--- config.mk ---
export PLATFORM = sky130hd
export DESIGN_NAME = intstat_bank
export DESIGN_NICKNAME = d
export VERILOG_FILES = /design/src/rtl/intstat_pkg.sv /design/src/rtl/intstat_w1c_bank.sv /design/src/rtl/intstat_lock_watch.sv /design/src/rtl/intstat_gpi_route.sv /design/src/rtl/intstat_reg_port.sv /design/src/rtl/intstat_bank.sv
export SDC_FILE = /design/constraint.sdc
export NUM_CORES = 1
export LEC_CHECK = 0
export ABC_CLOCK_PERIOD_IN_PS = 1710
export BUFFER_PORTS_ARGS = -buffer_cell sky130_fd_sc_hd__buf_4
export CORE_MARGIN = 5
export CORE_UTILIZATION = 27
export DETAILED_ROUTE_END_ITERATION = 10
export SKIP_LAST_GASP = 1
export SLEW_MARGIN = 20
export SYNTH_ARGS = -nofsm -noshare
export SYNTH_HDL_FRONTEND = slang
export SYNTH_HIERARCHICAL = 1
export SYNTH_SLANG_ARGS = --single-unit
--- constraint.sdc ---
create_clock -name clk -period 1.71 [get_ports clk]
set_input_delay 0.342 -clock clk [delete_from_list [all_inputs] [get_ports clk]]
set_output_delay 0.342 -clock clk [all_outputs]
set_load 0.01 [all_outputs]
--- src/rtl/intstat_pkg.sv ---
// Package: shared address map, flag positions and status layout for the
// interrupt flag bank. Assumes an 8-bit register port.
package intstat_pkg;
    localparam int REG_AW = 8;
    localparam int REG_DW = 8;
    localparam int FLAG_W = 6;
    localparam int COUNT_W = 5;

    localparam logic [REG_AW-1:0] ADDR_ID     = 8'h00;
    localparam logic [REG_AW-1:0] ADDR_FLAGS  = 8'h01;
    localparam logic [REG_AW-1:0] ADDR_STATUS = 8'h02;
    localparam int                PIN_BASE    = 3;

    localparam int FB_EVENT = 0;
    localparam int FB_GPI   = 1;
    localparam int FB_OVF   = 2;
    localparam int FB_LOCK  = 3;
    localparam int FB_LOG1  = 4;
    localparam int FB_LOG2  = 5;

    localparam logic [3:0] MFR_CODE = 4'b0001;

    typedef struct packed {
        logic               log2_out;
        logic               log1_out;
        logic               locked;
        logic [COUNT_W-1:0] count;
    } status_t;
endpackage

--- src/rtl/intstat_w1c_bank.sv ---
// Module: a vector of sticky flags. Set pulses win over clears; a clear
// request on a bit whose hold input is high is ignored.
// Assumes set/clear inputs are single-cycle qualified requests.
module intstat_w1c_bank #(
    parameter int WIDTH = 6
) (
    input  logic             clk,
    input  logic             rst_n,
    input  logic [WIDTH-1:0] set_i,
    input  logic [WIDTH-1:0] clr_i,
    input  logic [WIDTH-1:0] hold_i,
    output logic [WIDTH-1:0] flag_o
);
    logic [WIDTH-1:0] flag_q;
    logic [WIDTH-1:0] clr_eff;

    // Purpose: a clear takes effect only where it is not held off.
    always_comb clr_eff = clr_i & ~hold_i;

    // Purpose: sticky update with set priority.
    always_ff @(posedge clk) begin
        if (!rst_n) flag_q <= '0;
        else        flag_q <= set_i | (flag_q & ~clr_eff);
    end

    assign flag_o = flag_q;
endmodule

--- src/rtl/intstat_lock_watch.sv ---
// Module: registers the lock level and reports transitions that hardware
// caused. Assumes lock_sw_i is high in the very cycle a software-made
// level change is presented.
module intstat_lock_watch (
    input  logic clk,
    input  logic rst_n,
    input  logic lock_level_i,
    input  logic lock_sw_i,
    output logic level_o,
    output logic hw_toggle_o
);
    logic level_q;

    // Purpose: keep the last seen lock level.
    always_ff @(posedge clk) begin
        if (!rst_n) level_q <= 1'b0;
        else        level_q <= lock_level_i;
    end

    // Purpose: a level change not tagged as software-made is a hardware event.
    always_comb hw_toggle_o = (lock_level_i != level_q) && !lock_sw_i;

    assign level_o = level_q;
endmodule

--- src/rtl/intstat_gpi_route.sv ---
// Module: splits GPI pin events between the per-pin general flags and the
// FIFO-reporting path. Purely combinational.
module intstat_gpi_route #(
    parameter int NUM_GPI = 19
) (
    input  logic [NUM_GPI-1:0] pin_ev_i,
    input  logic [NUM_GPI-1:0] to_fifo_i,
    output logic [NUM_GPI-1:0] pin_set_o,
    output logic               any_general_o,
    output logic               fifo_hit_o
);
    // Purpose: route each pin event by its mode and fold the results.
    always_comb begin
        pin_set_o     = pin_ev_i & ~to_fifo_i;
        any_general_o = |pin_set_o;
        fifo_hit_o    = |(pin_ev_i & to_fifo_i);
    end
endmodule

--- src/rtl/intstat_reg_port.sv ---
// Module: address decode for clearing writes and the registered read path.
// Assumes one access per cycle; unmapped addresses read zero.
module intstat_reg_port
    import intstat_pkg::*;
#(
    parameter int         NUM_GPI  = 19,
    parameter logic [3:0] REV_CODE = 4'h2
) (
    input  logic                clk,
    input  logic                rst_n,
    input  logic [REG_AW-1:0]   addr_i,
    input  logic                wr_en_i,
    input  logic [REG_DW-1:0]   wr_data_i,
    input  logic                rd_en_i,
    input  logic [FLAG_W-1:0]   flags_i,
    input  logic [NUM_GPI-1:0]  pins_i,
    input  status_t             status_i,
    output logic [FLAG_W-1:0]   flag_clr_o,
    output logic [NUM_GPI-1:0]  pin_clr_o,
    output logic [REG_DW-1:0]   rd_data_o
);
    localparam int NREG  = (NUM_GPI + REG_DW - 1) / REG_DW;
    localparam int PAD_W = NREG * REG_DW;

    logic [PAD_W-1:0]  pin_pad;
    logic [REG_DW-1:0] rd_mux;
    logic [REG_DW-1:0] rd_q;

    // Purpose: zero-extend the per-pin flags to whole registers.
    always_comb begin
        pin_pad              = '0;
        pin_pad[NUM_GPI-1:0] = pins_i;
    end

    // Purpose: clearing mask for the main flag register.
    always_comb flag_clr_o = (wr_en_i && addr_i == ADDR_FLAGS) ? wr_data_i[FLAG_W-1:0] : '0;

    // Per-pin clear strobes, one per pin at its fixed register and bit.
    for (genvar p = 0; p < NUM_GPI; p++) begin : g_pin_clr
        localparam int RIDX = p / REG_DW;
        localparam int BIDX = p % REG_DW;
        assign pin_clr_o[p] = wr_en_i && (addr_i == 8'(PIN_BASE + RIDX)) && wr_data_i[BIDX];
    end

    // Purpose: select the addressed register for reading.
    always_comb begin
        rd_mux = '0;
        if (addr_i == ADDR_ID)          rd_mux = {MFR_CODE, REV_CODE};
        else if (addr_i == ADDR_FLAGS)  rd_mux = {{(REG_DW-FLAG_W){1'b0}}, flags_i};
        else if (addr_i == ADDR_STATUS) rd_mux = status_i;
        else begin
            for (int r = 0; r < NREG; r++) begin
                if (addr_i == 8'(PIN_BASE + r)) rd_mux = pin_pad[r*REG_DW +: REG_DW];
            end
        end
    end

    // Purpose: capture read data on a read strobe, hold otherwise.
    always_ff @(posedge clk) begin
        if (!rst_n)       rd_q <= '0;
        else if (rd_en_i) rd_q <= rd_mux;
    end

    assign rd_data_o = rd_q;
endmodule

--- src/rtl/intstat_bank.sv ---
// Module: top of the interrupt flag bank. Latches source pulses into
// sticky flags, applies the lock and GPI clearing rules, serves the
// register port and drives the registered combined interrupt.
// Assumes all event inputs are synchronous single-cycle pulses.
module intstat_bank
    import intstat_pkg::*;
#(
    parameter int         NUM_GPI  = 19,
    parameter logic [3:0] REV_CODE = 4'h2
) (
    input  logic                clk,
    input  logic                rst_n,
    input  logic                key_ev_i,
    input  logic [NUM_GPI-1:0]  gpi_pin_ev_i,
    input  logic [NUM_GPI-1:0]  gpi_to_fifo_i,
    input  logic                logic_fifo_ev_i,
    input  logic                logic1_ev_i,
    input  logic                logic2_ev_i,
    input  logic                overflow_ev_i,
    input  logic                lock_level_i,
    input  logic                lock_sw_i,
    input  logic [4:0]          fifo_count_i,
    input  logic                logic1_out_i,
    input  logic                logic2_out_i,
    input  logic [7:0]          reg_addr_i,
    input  logic                reg_wr_en_i,
    input  logic [7:0]          reg_wr_data_i,
    input  logic                reg_rd_en_i,
    output logic [7:0]          reg_rd_data_o,
    output logic                irq_o
);
    logic [NUM_GPI-1:0] pin_set, pin_clr, pin_q;
    logic               any_general, fifo_hit;
    logic               lock_q, lock_hw;
    logic [FLAG_W-1:0]  flag_set, flag_clr, flag_hold, flag_q;
    status_t            status;
    logic               irq_q;

    intstat_gpi_route #(.NUM_GPI(NUM_GPI)) u_route (
        .pin_ev_i      (gpi_pin_ev_i),
        .to_fifo_i     (gpi_to_fifo_i),
        .pin_set_o     (pin_set),
        .any_general_o (any_general),
        .fifo_hit_o    (fifo_hit)
    );

    intstat_lock_watch u_lock (
        .clk          (clk),
        .rst_n        (rst_n),
        .lock_level_i (lock_level_i),
        .lock_sw_i    (lock_sw_i),
        .level_o      (lock_q),
        .hw_toggle_o  (lock_hw)
    );

    // Purpose: map each source onto its flag position and hold rule.
    always_comb begin
        flag_set           = '0;
        flag_set[FB_EVENT] = key_ev_i | fifo_hit | logic_fifo_ev_i;
        flag_set[FB_GPI]   = any_general;
        flag_set[FB_OVF]   = overflow_ev_i;
        flag_set[FB_LOCK]  = lock_hw;
        flag_set[FB_LOG1]  = logic1_ev_i;
        flag_set[FB_LOG2]  = logic2_ev_i;
        flag_hold          = '0;
        flag_hold[FB_GPI]  = |pin_q;
    end

    intstat_w1c_bank #(.WIDTH(FLAG_W)) u_flags (
        .clk    (clk),
        .rst_n  (rst_n),
        .set_i  (flag_set),
        .clr_i  (flag_clr),
        .hold_i (flag_hold),
        .flag_o (flag_q)
    );

    intstat_w1c_bank #(.WIDTH(NUM_GPI)) u_pins (
        .clk    (clk),
        .rst_n  (rst_n),
        .set_i  (pin_set),
        .clr_i  (pin_clr),
        .hold_i ('0),
        .flag_o (pin_q)
    );

    // Purpose: assemble the read-only status word.
    always_comb begin
        status.log2_out = logic2_out_i;
        status.log1_out = logic1_out_i;
        status.locked   = lock_q;
        status.count    = fifo_count_i;
    end

    intstat_reg_port #(.NUM_GPI(NUM_GPI), .REV_CODE(REV_CODE)) u_port (
        .clk        (clk),
        .rst_n      (rst_n),
        .addr_i     (reg_addr_i),
        .wr_en_i    (reg_wr_en_i),
        .wr_data_i  (reg_wr_data_i),
        .rd_en_i    (reg_rd_en_i),
        .flags_i    (flag_q),
        .pins_i     (pin_q),
        .status_i   (status),
        .flag_clr_o (flag_clr),
        .pin_clr_o  (pin_clr),
        .rd_data_o  (reg_rd_data_o)
    );

    // Purpose: registered combined interrupt.
    always_ff @(posedge clk) begin
        if (!rst_n) irq_q <= 1'b0;
        else        irq_q <= |flag_q;
    end

    assign irq_o = irq_q;
endmodule

## Yosys cells after proc, flatten, opt, wreduce, memory -nomap -nowiden

Index checks and enable logic that the tools add are counted.

| word-level totals | value |
|---|---|
| logic and storage cells | 61 |
| bits in registers | 35 |
| input bits | 72 |
| output and inout bits | 9 |

| operators by class | value |
|---|---|
| reductions and logical operators | 30 |
| bitwise logic cells | 13 |
| eq/ne operators | 6 |
| muxes and demuxes | 7 |

Operator list:

| operator | count |
|---|---|
| bitwise AND 19 bit | 3 |
| OR reduction 19 bit | 3 |
| two-way mux 8 bit | 6 |
| inverter 19 bit | 2 |
| logical AND 1 bit | 24 |
| OR 19 bit | 1 |
| equality test 8 x 2 -> 1 bit (second input constant) | 2 |
| equality test 8 x 3 -> 1 bit (second input constant) | 2 |
| bitwise AND 6 bit | 2 |
| equality test 8 x 1 -> 1 bit (second input constant) | 1 |
| logical NOT 8 bit | 1 |
| two-way mux 6 bit | 1 |
| inverter 2 -> 6 bit | 1 |
| inverter 6 bit | 1 |
| OR 6 bit | 1 |
| OR reduction 6 bit | 1 |
| OR 1 bit | 2 |
| logical NOT 1 bit | 1 |
| inequality test 1 bit | 1 |

## Depth between registers and ports, before layout

Gate-level depths: netlist of the first run.

| depth | value |
|---|---|
| depth in word-level cells | 7 |
| depth in mapped cells | 7 |
| gate-level depth less buffers | 7 |

## Hierarchy

Netlist of the first run, hierarchy kept.

By module, submodules not included:

| module | sequential area each (sq um) | instances | cells each | area each (sq um) |
|---|---|---|---|---|
| intstat_reg_port | 160.2 | 1 | 112 | 900.9 |
| intstat_w1c_bank at u_pins | 380.4 | 1 | 77 | 763.2 |
| intstat_gpi_route | 0.0 | 1 | 39 | 327.8 |
| intstat_w1c_bank at u_flags | 120.1 | 1 | 24 | 217.7 |
| intstat_bank | 20.0 | 1 | 11 | 91.3 |
| intstat_lock_watch | 20.0 | 1 | 4 | 40.0 |

## Worst setup path after synthesis of the first run

No wires, ideal clock.

| timing | value |
|---|---|
| path kind | in2reg |
| start point | input port gpi_pin_ev_i[7] |
| end point | register u_flags.flag_q[1] (netlist: u_flags/flag_o[1]) |
| path buffers | 0 |
| path slack | 139 ps |
| setup time | 119 ps |
| arrival | 1452 ps |
| data required time | 1591 ps |
| stages | 6 |
| cells stage by stage | nor2b_4 -> nor4_2 -> nand4_1 -> or4_1 -> nor3b_1 -> nor2_1 |

| between the ends | value |
|---|---|
| cells in the longest elaborated chain, start to end | 3 |

RTL lines:

| item | RTL line | RTL |
|---|---|---|
| start: declaration | intstat_bank.sv:14 | `input logic [NUM_GPI-1:0] gpi_pin_ev_i,` |
| bitwise AND 19 bit | intstat_gpi_route.sv:14 | `pin_set_o = pin_ev_i & ~to_fifo_i;` |
| OR reduction 19 bit | intstat_gpi_route.sv:15 | `any_general_o = \|pin_set_o;` |
| net any_general | intstat_bank.sv:33 | `logic any_general, fifo_hit;` |
| OR 6 bit | intstat_w1c_bank.sv:23 | `else flag_q <= set_i \| (flag_q & ~clr_eff);` |
| end signal: assignment | intstat_w1c_bank.sv:23 |  |
| end: declaration | intstat_w1c_bank.sv:14 | `logic [WIDTH-1:0] flag_q;` |

The timed path passes the listed nets, and every way through them passes these cells.
A chain may end at the register's enable or synchronous reset.

## Worst setup path in the final report of the first run

| timing | value |
|---|---|
| start point | register u_pins.flag_q[5] (netlist: u_pins/flag_o[5]) |
| end point | register u_flags.flag_q[1] (netlist: u_flags/flag_o[1]) |

| between the ends | value |
|---|---|
| cells in the longest elaborated chain, start to end | 6 |

RTL lines:

| item | RTL line | RTL |
|---|---|---|
| start: declaration | intstat_w1c_bank.sv:14 |  |
| start signal: assignment | intstat_w1c_bank.sv:23 |  |
| OR reduction 19 bit | intstat_bank.sv:66 | `flag_hold[FB_GPI] = \|pin_q;` |
| net flag_hold[1] | intstat_bank.sv:35 | `logic [FLAG_W-1:0] flag_set, flag_clr, flag_hold, flag_q;` |
| inverter 2 -> 6 bit | intstat_w1c_bank.sv:18 | `always_comb clr_eff = clr_i & ~hold_i;` |
| bitwise AND 6 bit | intstat_w1c_bank.sv:18 |  |
| inverter 6 bit | intstat_w1c_bank.sv:23 |  |
| bitwise AND 6 bit | intstat_w1c_bank.sv:23 |  |
| OR 6 bit | intstat_w1c_bank.sv:23 |  |

The timed path passes the listed nets, and every way through them passes these cells.

==> impl_metrics.env, run 1 <==
export IMPL_ys_ff_latch=35
export IMPL_rsz0062_at_grt="no"
export IMPL_core_area_sq_um=8590
export IMPL_die_width_microns=103
export IMPL_vias=2370
export IMPL_cts_root_buffer="clkbuf_8"
export IMPL_cap_violations=0
export IMPL_crit_start="u_pins/flag_o[5]"
export IMPL_num_io_pins=81
export IMPL_n_antenna_cell=0
export IMPL_cts_sinks=35
export IMPL_path_max_fanout=3
export IMPL_synth_enable_flop_cells=0
export IMPL_avgSynthCellArea_sq_um=8.77
export IMPL_port_buffers=80
export IMPL_r2r_slack_ps=120
export IMPL_path_clk_slew_ps=80
export IMPL_post_drt_wl_per_cell_microns=14.9
export IMPL_num_rows=34
export IMPL_crit_arrival_ps=1770
export IMPL_ir_drop_mv=0.255
export IMPL_start_kind="flop"
export IMPL_synth_area_leaders="dfxtp_1 30%, nor3b_1 8.0%, and2_1 7.7%, nor2b_1 4.3%, nor2b_4 4.1%"
export IMPL_period_share_pct=92.7
export IMPL_clockBufferDepth=2
export IMPL_ys_flop_type="dfxtp_1"
export IMPL_drive_gt1_share_pct=40.8
export IMPL_finalWorstSetupSlack_ps=124
export IMPL_power_mw=1.97
export IMPL_place_congestion=0.862
export IMPL_required_ps=1900
export IMPL_via_per_inst=4.63
export IMPL_post_cts_buffers=0
export IMPL_layout_nets=476
export IMPL_clk_latency_ps=290
export IMPL_ys_seq_area_share_pct=29.9
export IMPL_area_growth_synth_to_final_pct=47.1
export IMPL_synth_distinct_cells=50
export IMPL_drt_total_wl_mm=7.61
export IMPL_fmax_mhz=631
export IMPL_holdBufCountCts=0
export IMPL_antenna_found_initial=0
export IMPL_dr_pass1_iters=4
export IMPL_grt_max_degree=37
export IMPL_grt_usage_pct=14.5
export IMPL_cts_tree="yes"
export IMPL_synth_area_sq_um=2340
export IMPL_ys_warn_count=6
export IMPL_power_density_nw_per_um2=572
export IMPL_finClkSkew_ps=11.0
export IMPL_cts_max_level=2
export IMPL_worstHoldStart="lock_level_i"
export IMPL_synth_most_common_cell="dfxtp_1"
export IMPL_outcome="finished, final reports clean"
export IMPL_dp_slack_ps=-220
export IMPL_regToRegStartpoint="u_pins/flag_o[5]"
export IMPL_cts_buffers=5
export IMPL_critPathCaptureType="flop"
export IMPL_final_min_clock_period_ps=1590
export IMPL_hold_path_class="in -> reg"
export IMPL_grt_pass1_vias=2387
export IMPL_hold_violations=0
export IMPL_ant_nets=0
export IMPL_synth_cells=267
export IMPL_yosys_top_cells_count="35 x dfxtp_1, 29 x and2_1, 25 x nor3b_1"
export IMPL_slew_violations=0
export IMPL_drc_errors=0
export IMPL_yosysTopAreaCellShare_pct=29.9
export IMPL_die_h_microns=103
export IMPL_overflow=0
export IMPL_finalSetupViolCount=0
export IMPL_grt_pass1_wl_mm=11.8
export IMPL_start_util_pct=27.2
export IMPL_critical_path_class="reg -> reg"
export IMPL_die_area_sq_um=10600
export IMPL_leakage_nw=1.54
export IMPL_dp_hpwl_mm=6.40
export IMPL_initialDrtViolationCount=82
export IMPL_synth_largest_area_cell="dfxtp_1"
export IMPL_async_reset_ff_share_pct=0
cell families after synthesis:
family	count (synthesis)	share of synthesized area (%)
multiplexers	8	3.63
AND/OR/NAND/NOR	151	43.9
other	1	0.160
XOR/XNOR	1	0.374
buffers and inverters	12	3.90
flip-flops	35	29.9
AO/OA/AOI/OAI	59	18.1
cells in the final DEF, fill, tap and decap left out, drive strengths merged:
master	netlist	final
nand2	6	6
inv	5	5
and2	30	30
nor3b	26	26
nor3	3	3
o21a	1	1
o22a	1	1
clkinv	0	1
nand3	2	2
a21o	2	2
nand2b	6	6
a2bb2oi	2	2
o21ai	28	28
xnor2	1	1
o21bai	1	1
a32o	1	1
nor4	8	8
or4	3	3
a221oi	1	1
nor2	34	34
mux2	1	1
o31a	1	1
nand3b	2	2
or3	1	1
a32oi	2	2
a22oi	9	9
mux2i	7	7
dfxtp	35	35
nor2b	24	24
clkbuf	2	6
o211a	2	2
nand4	5	5
a222oi	1	1
o22ai	4	4
conb	1	24
and3	1	1
buf	5	114
a21oi	3	3
flip-flops by register name, indices dropped and copies added, names as in the netlist:
| name | cells |
|---|---|
| u_pins/flag_o | 19 |
| u_port/rd_data_o | 8 |
| u_flags/flag_o | 6 |
| irq_o | 1 |
| u_lock/level_o | 1 |
final cells by class:
type,count,area (sq um)
fill,897,5150
multi-input combinational,243,1650
timing repair buffer,114,856
sequential,35,701
tap,108,135
clock buffer,6,82.6
inverter,5,18.8
clock inverter,1,5.00
worst paths after layout:
check	cells past startpoint	endpoint
max	5	u_flags/flag_o[1]
min	2	u_lock/level_o
max reg2reg	5	u_flags/flag_o[1]
min reg2reg	2	u_port/rd_data_o[4]
repair_timing:
item                                    4_1_cts  5_1_grt
endpoints found under the setup margin        0        2
hold endpoints to repair                      0        0
gates resized for setup                       0        2
metrics by stage:
stage / util, % / cell area [sq um] / instances / setup TNS [ps] / hold slack (ps)
2_1_floorplan: - / 2430 / 290 / 0 / 470
3_3_place_gp: 38.9 / 3350 / 505 / -259 / 468
3_5_place_dp: 38.9 / 3350 / 505 / -563 / 474
4_1_cts: 40.0 / 3430 / 512 / 0 / 283
5_1_grt: 40.1 / 3440 / 512 / 0 / 298
6_report: 40.1 / 3440 / 512 / 0 / 290
critical path, cell delays in order (launching register included):
cell and delay, ps:
dfxtp_1 340, nor4_1 320, nand4_1 110, or4_1 450, nor3b_2 200, nor2_1 60
metal layers:
metal  vias up  share of wire, %  global-route usage, %
met5         -                 0                      0
met3         7               5.2                   2.84
met1      1101                43                   17.9
met4         0              0.84                   3.29
li1       1211                 -                      -
met2        51                51                   26.1
report_power, final:
group / switching (mW) / internal (mW)
sequential: 0.0430 / 0.859
clock: 0.295 / 0.316
combinational: 0.202 / 0.255
(Power assumes the default switching activity.)
==> run 2, diff against run 1 <==
--- a/config.mk
+++ b/config.mk
@@ -7,9 +7,12 @@
 export LEC_CHECK = 0
 export ABC_CLOCK_PERIOD_IN_PS = 1710
 export BUFFER_PORTS_ARGS = -buffer_cell sky130_fd_sc_hd__buf_4
+export CELL_PAD_IN_SITES_DETAIL_PLACEMENT = 1
+export CELL_PAD_IN_SITES_GLOBAL_PLACEMENT = 1
 export CORE_MARGIN = 5
 export CORE_UTILIZATION = 27
 export DETAILED_ROUTE_END_ITERATION = 10
+export PLACE_DENSITY_LB_ADDON = 0.1
 export SKIP_LAST_GASP = 1
 export SLEW_MARGIN = 20
 export SYNTH_ARGS = -nofsm -noshare
==> impl_metrics.env, run 2 (synthesized netlist as in run 1, its figures left out) <==
export IMPL_regToRegStartpoint="u_pins/flag_o[10]"
export IMPL_num_io_pins=81
export IMPL_hold_path_class="in -> reg"
export IMPL_slew_violations=0
export IMPL_place_congestion=0.751
export IMPL_grt_pass1_vias=2598
export IMPL_dp_slack_ps=-204
export IMPL_critPathCaptureType="flop"
export IMPL_vias=2401
export IMPL_grt_pass1_wl_mm=13.0
export IMPL_layout_area_seq_sq_um=702
export IMPL_start_kind="flop"
export IMPL_outcome="finished, final reports clean"
export IMPL_met1_usage_pct=20.2
export IMPL_antenna_found_initial=0
export IMPL_period_share_pct=94.5
export IMPL_gr_max_usage_layer="met2"
export IMPL_crit_arrival_ps=1800
export IMPL_cts_root_buffer="clkbuf_8"
export IMPL_ir_drop_mv=0.232
export IMPL_die_area_sq_um=10600
export IMPL_cts_max_level=2
export IMPL_dp_hpwl_mm=7.02
export IMPL_required_ps=1900
export IMPL_layout_nets=475
export IMPL_overflow=0
export IMPL_cts_tree="yes"
export IMPL_power_mw=2.02
export IMPL_dr_pass1_iters=4
export IMPL_area_growth_synth_to_final_pct=48.3
export IMPL_start_util_pct=27.2
export IMPL_drive_gt1_share_pct=41.3
export IMPL_crit_start="u_pins/flag_o[10]"
export IMPL_drc_errors=0
export IMPL_final_cell_mix="112 x buf_4, 34 x dfxtp_1, 29 x and2_1, 24 x nor3b_1, 24 x conb_1"
export IMPL_ant_nets=0
export IMPL_leakage_nw=1.53
export IMPL_grt_usage_pct=16.0
export IMPL_largest_reg_flops=19
export IMPL_grt_max_degree=37
export IMPL_fillers=1047
export IMPL_grtUsageMet2_pct=28.4
export IMPL_clockBufferDepth=2
export IMPL_power_density_nw_per_um2=582
export IMPL_die_h_microns=103
export IMPL_num_rows=34
export IMPL_port_buffers=80
export IMPL_fmax_mhz=619
export IMPL_finalWorstSetupSlack_ps=94.9
export IMPL_cap_violations=0
export IMPL_rsz0062_at_grt="no"
export IMPL_post_drt_wl_per_cell_microns=16.2
export IMPL_path_max_fanout=3
export IMPL_finalSetupViolCount=0
export IMPL_path_clk_slew_ps=80
export IMPL_hold_violations=0
export IMPL_core_area_sq_um=8590
export IMPL_multi_input_area_sq_um=1660
export IMPL_r2r_cells=5
export IMPL_cts_buffers=5
export IMPL_final_min_clock_period_ps=1620
export IMPL_rr_endpoint="u_flags/flag_o[1]"
export IMPL_via_per_inst=4.69
export IMPL_clk_latency_ps=300
export IMPL_drt_total_wl_mm=8.30
export IMPL_post_cts_buffers=0
export IMPL_crit_path_end="u_flags/flag_o[1]"
export IMPL_use_met3_pct=2.64
export IMPL_die_width_microns=103
export IMPL_r2r_slack_ps=90
export IMPL_n_antenna_cell=0
export IMPL_critical_path_class="reg -> reg"
export IMPL_initialDrtViolationCount=39
export IMPL_cts_sinks=35
export IMPL_mostFrequentLayoutCell="buf_4"
export IMPL_finClkSkew_ps=8.92
-- run 2: repair_timing --
| item | 4_1_cts | 5_1_grt |
|---|---|---|
| cloned | 0 | 0 |
| setup endpoints to repair | 1 | 1 |
| gates resized for setup | 3 | 2 |
| hold buffers | 0 | 0 |
| pin swaps | 1 | 0 |
-- run 2: worst min-delay path by stage --
| stage | startpoint | slack (ps) | endpoint | cells past startpoint |
|---|---|---|---|---|
| after global routing | lock_level_i | 260 | u_lock/level_o | 2 |
| after global placement | u_port/rd_data_o[1] | 470 | u_port/rd_data_o[1] | 2 |
| after detailed placement | u_port/rd_data_o[1] | 470 | u_port/rd_data_o[1] | 2 |
| after floorplan | rst_n | 470 | irq_o | 1 |
| after CTS | lock_level_i | 260 | u_lock/level_o | 2 |
| final | logic1_ev_i | 270 | u_flags/flag_o[4] | 3 |
-- run 2: cell type report --
type | instances | share of cell area (%)
multi-input cells | 243 | 47.9
repair buffers | 113 | 24.8
flip-flops and latches | 35 | 20.2
well taps | 108 | 3.89
clock buffers | 5 | 1.98
clock inverters | 3 | 0.685
inverters | 5 | 0.541
-- run 2: per-stage QoR --
stage	hold slack [ps]	instance area (sq um)	utilization (%)	setup TNS, ps	std cells
2_1_floorplan	470	2430	-	0	290
3_3_place_gp	466	3350	39.0	-621	504
3_5_place_dp	474	3350	39.0	-706	504
4_1_cts	263	3460	40.3	0	512
5_1_grt	262	3470	40.4	0	512
6_report	274	3470	40.4	0	512
-- run 2: where the power goes --
group          internal [mW]  switching (mW)
logic                  0.261           0.206
registers              0.859          0.0475
clock network          0.292           0.354
total                   1.41           0.608
-- run 2: worst max-delay path: stages, from the launching register on --
cell and delay [ps]:
dfxtp_2 360, nor4_4 280, nand4_1 120, or4_1 470, nor3b_2 210, nor2_1 60
-- run 2: routing by layer --
layer	routed length, microns	share of wire, %	vias to the layer above
met3	366	4.4	7
met2	4090	49	49
met4	87	1.0	0
li1	-	-	1211
met5	0	0	-
met1	3760	45	1134
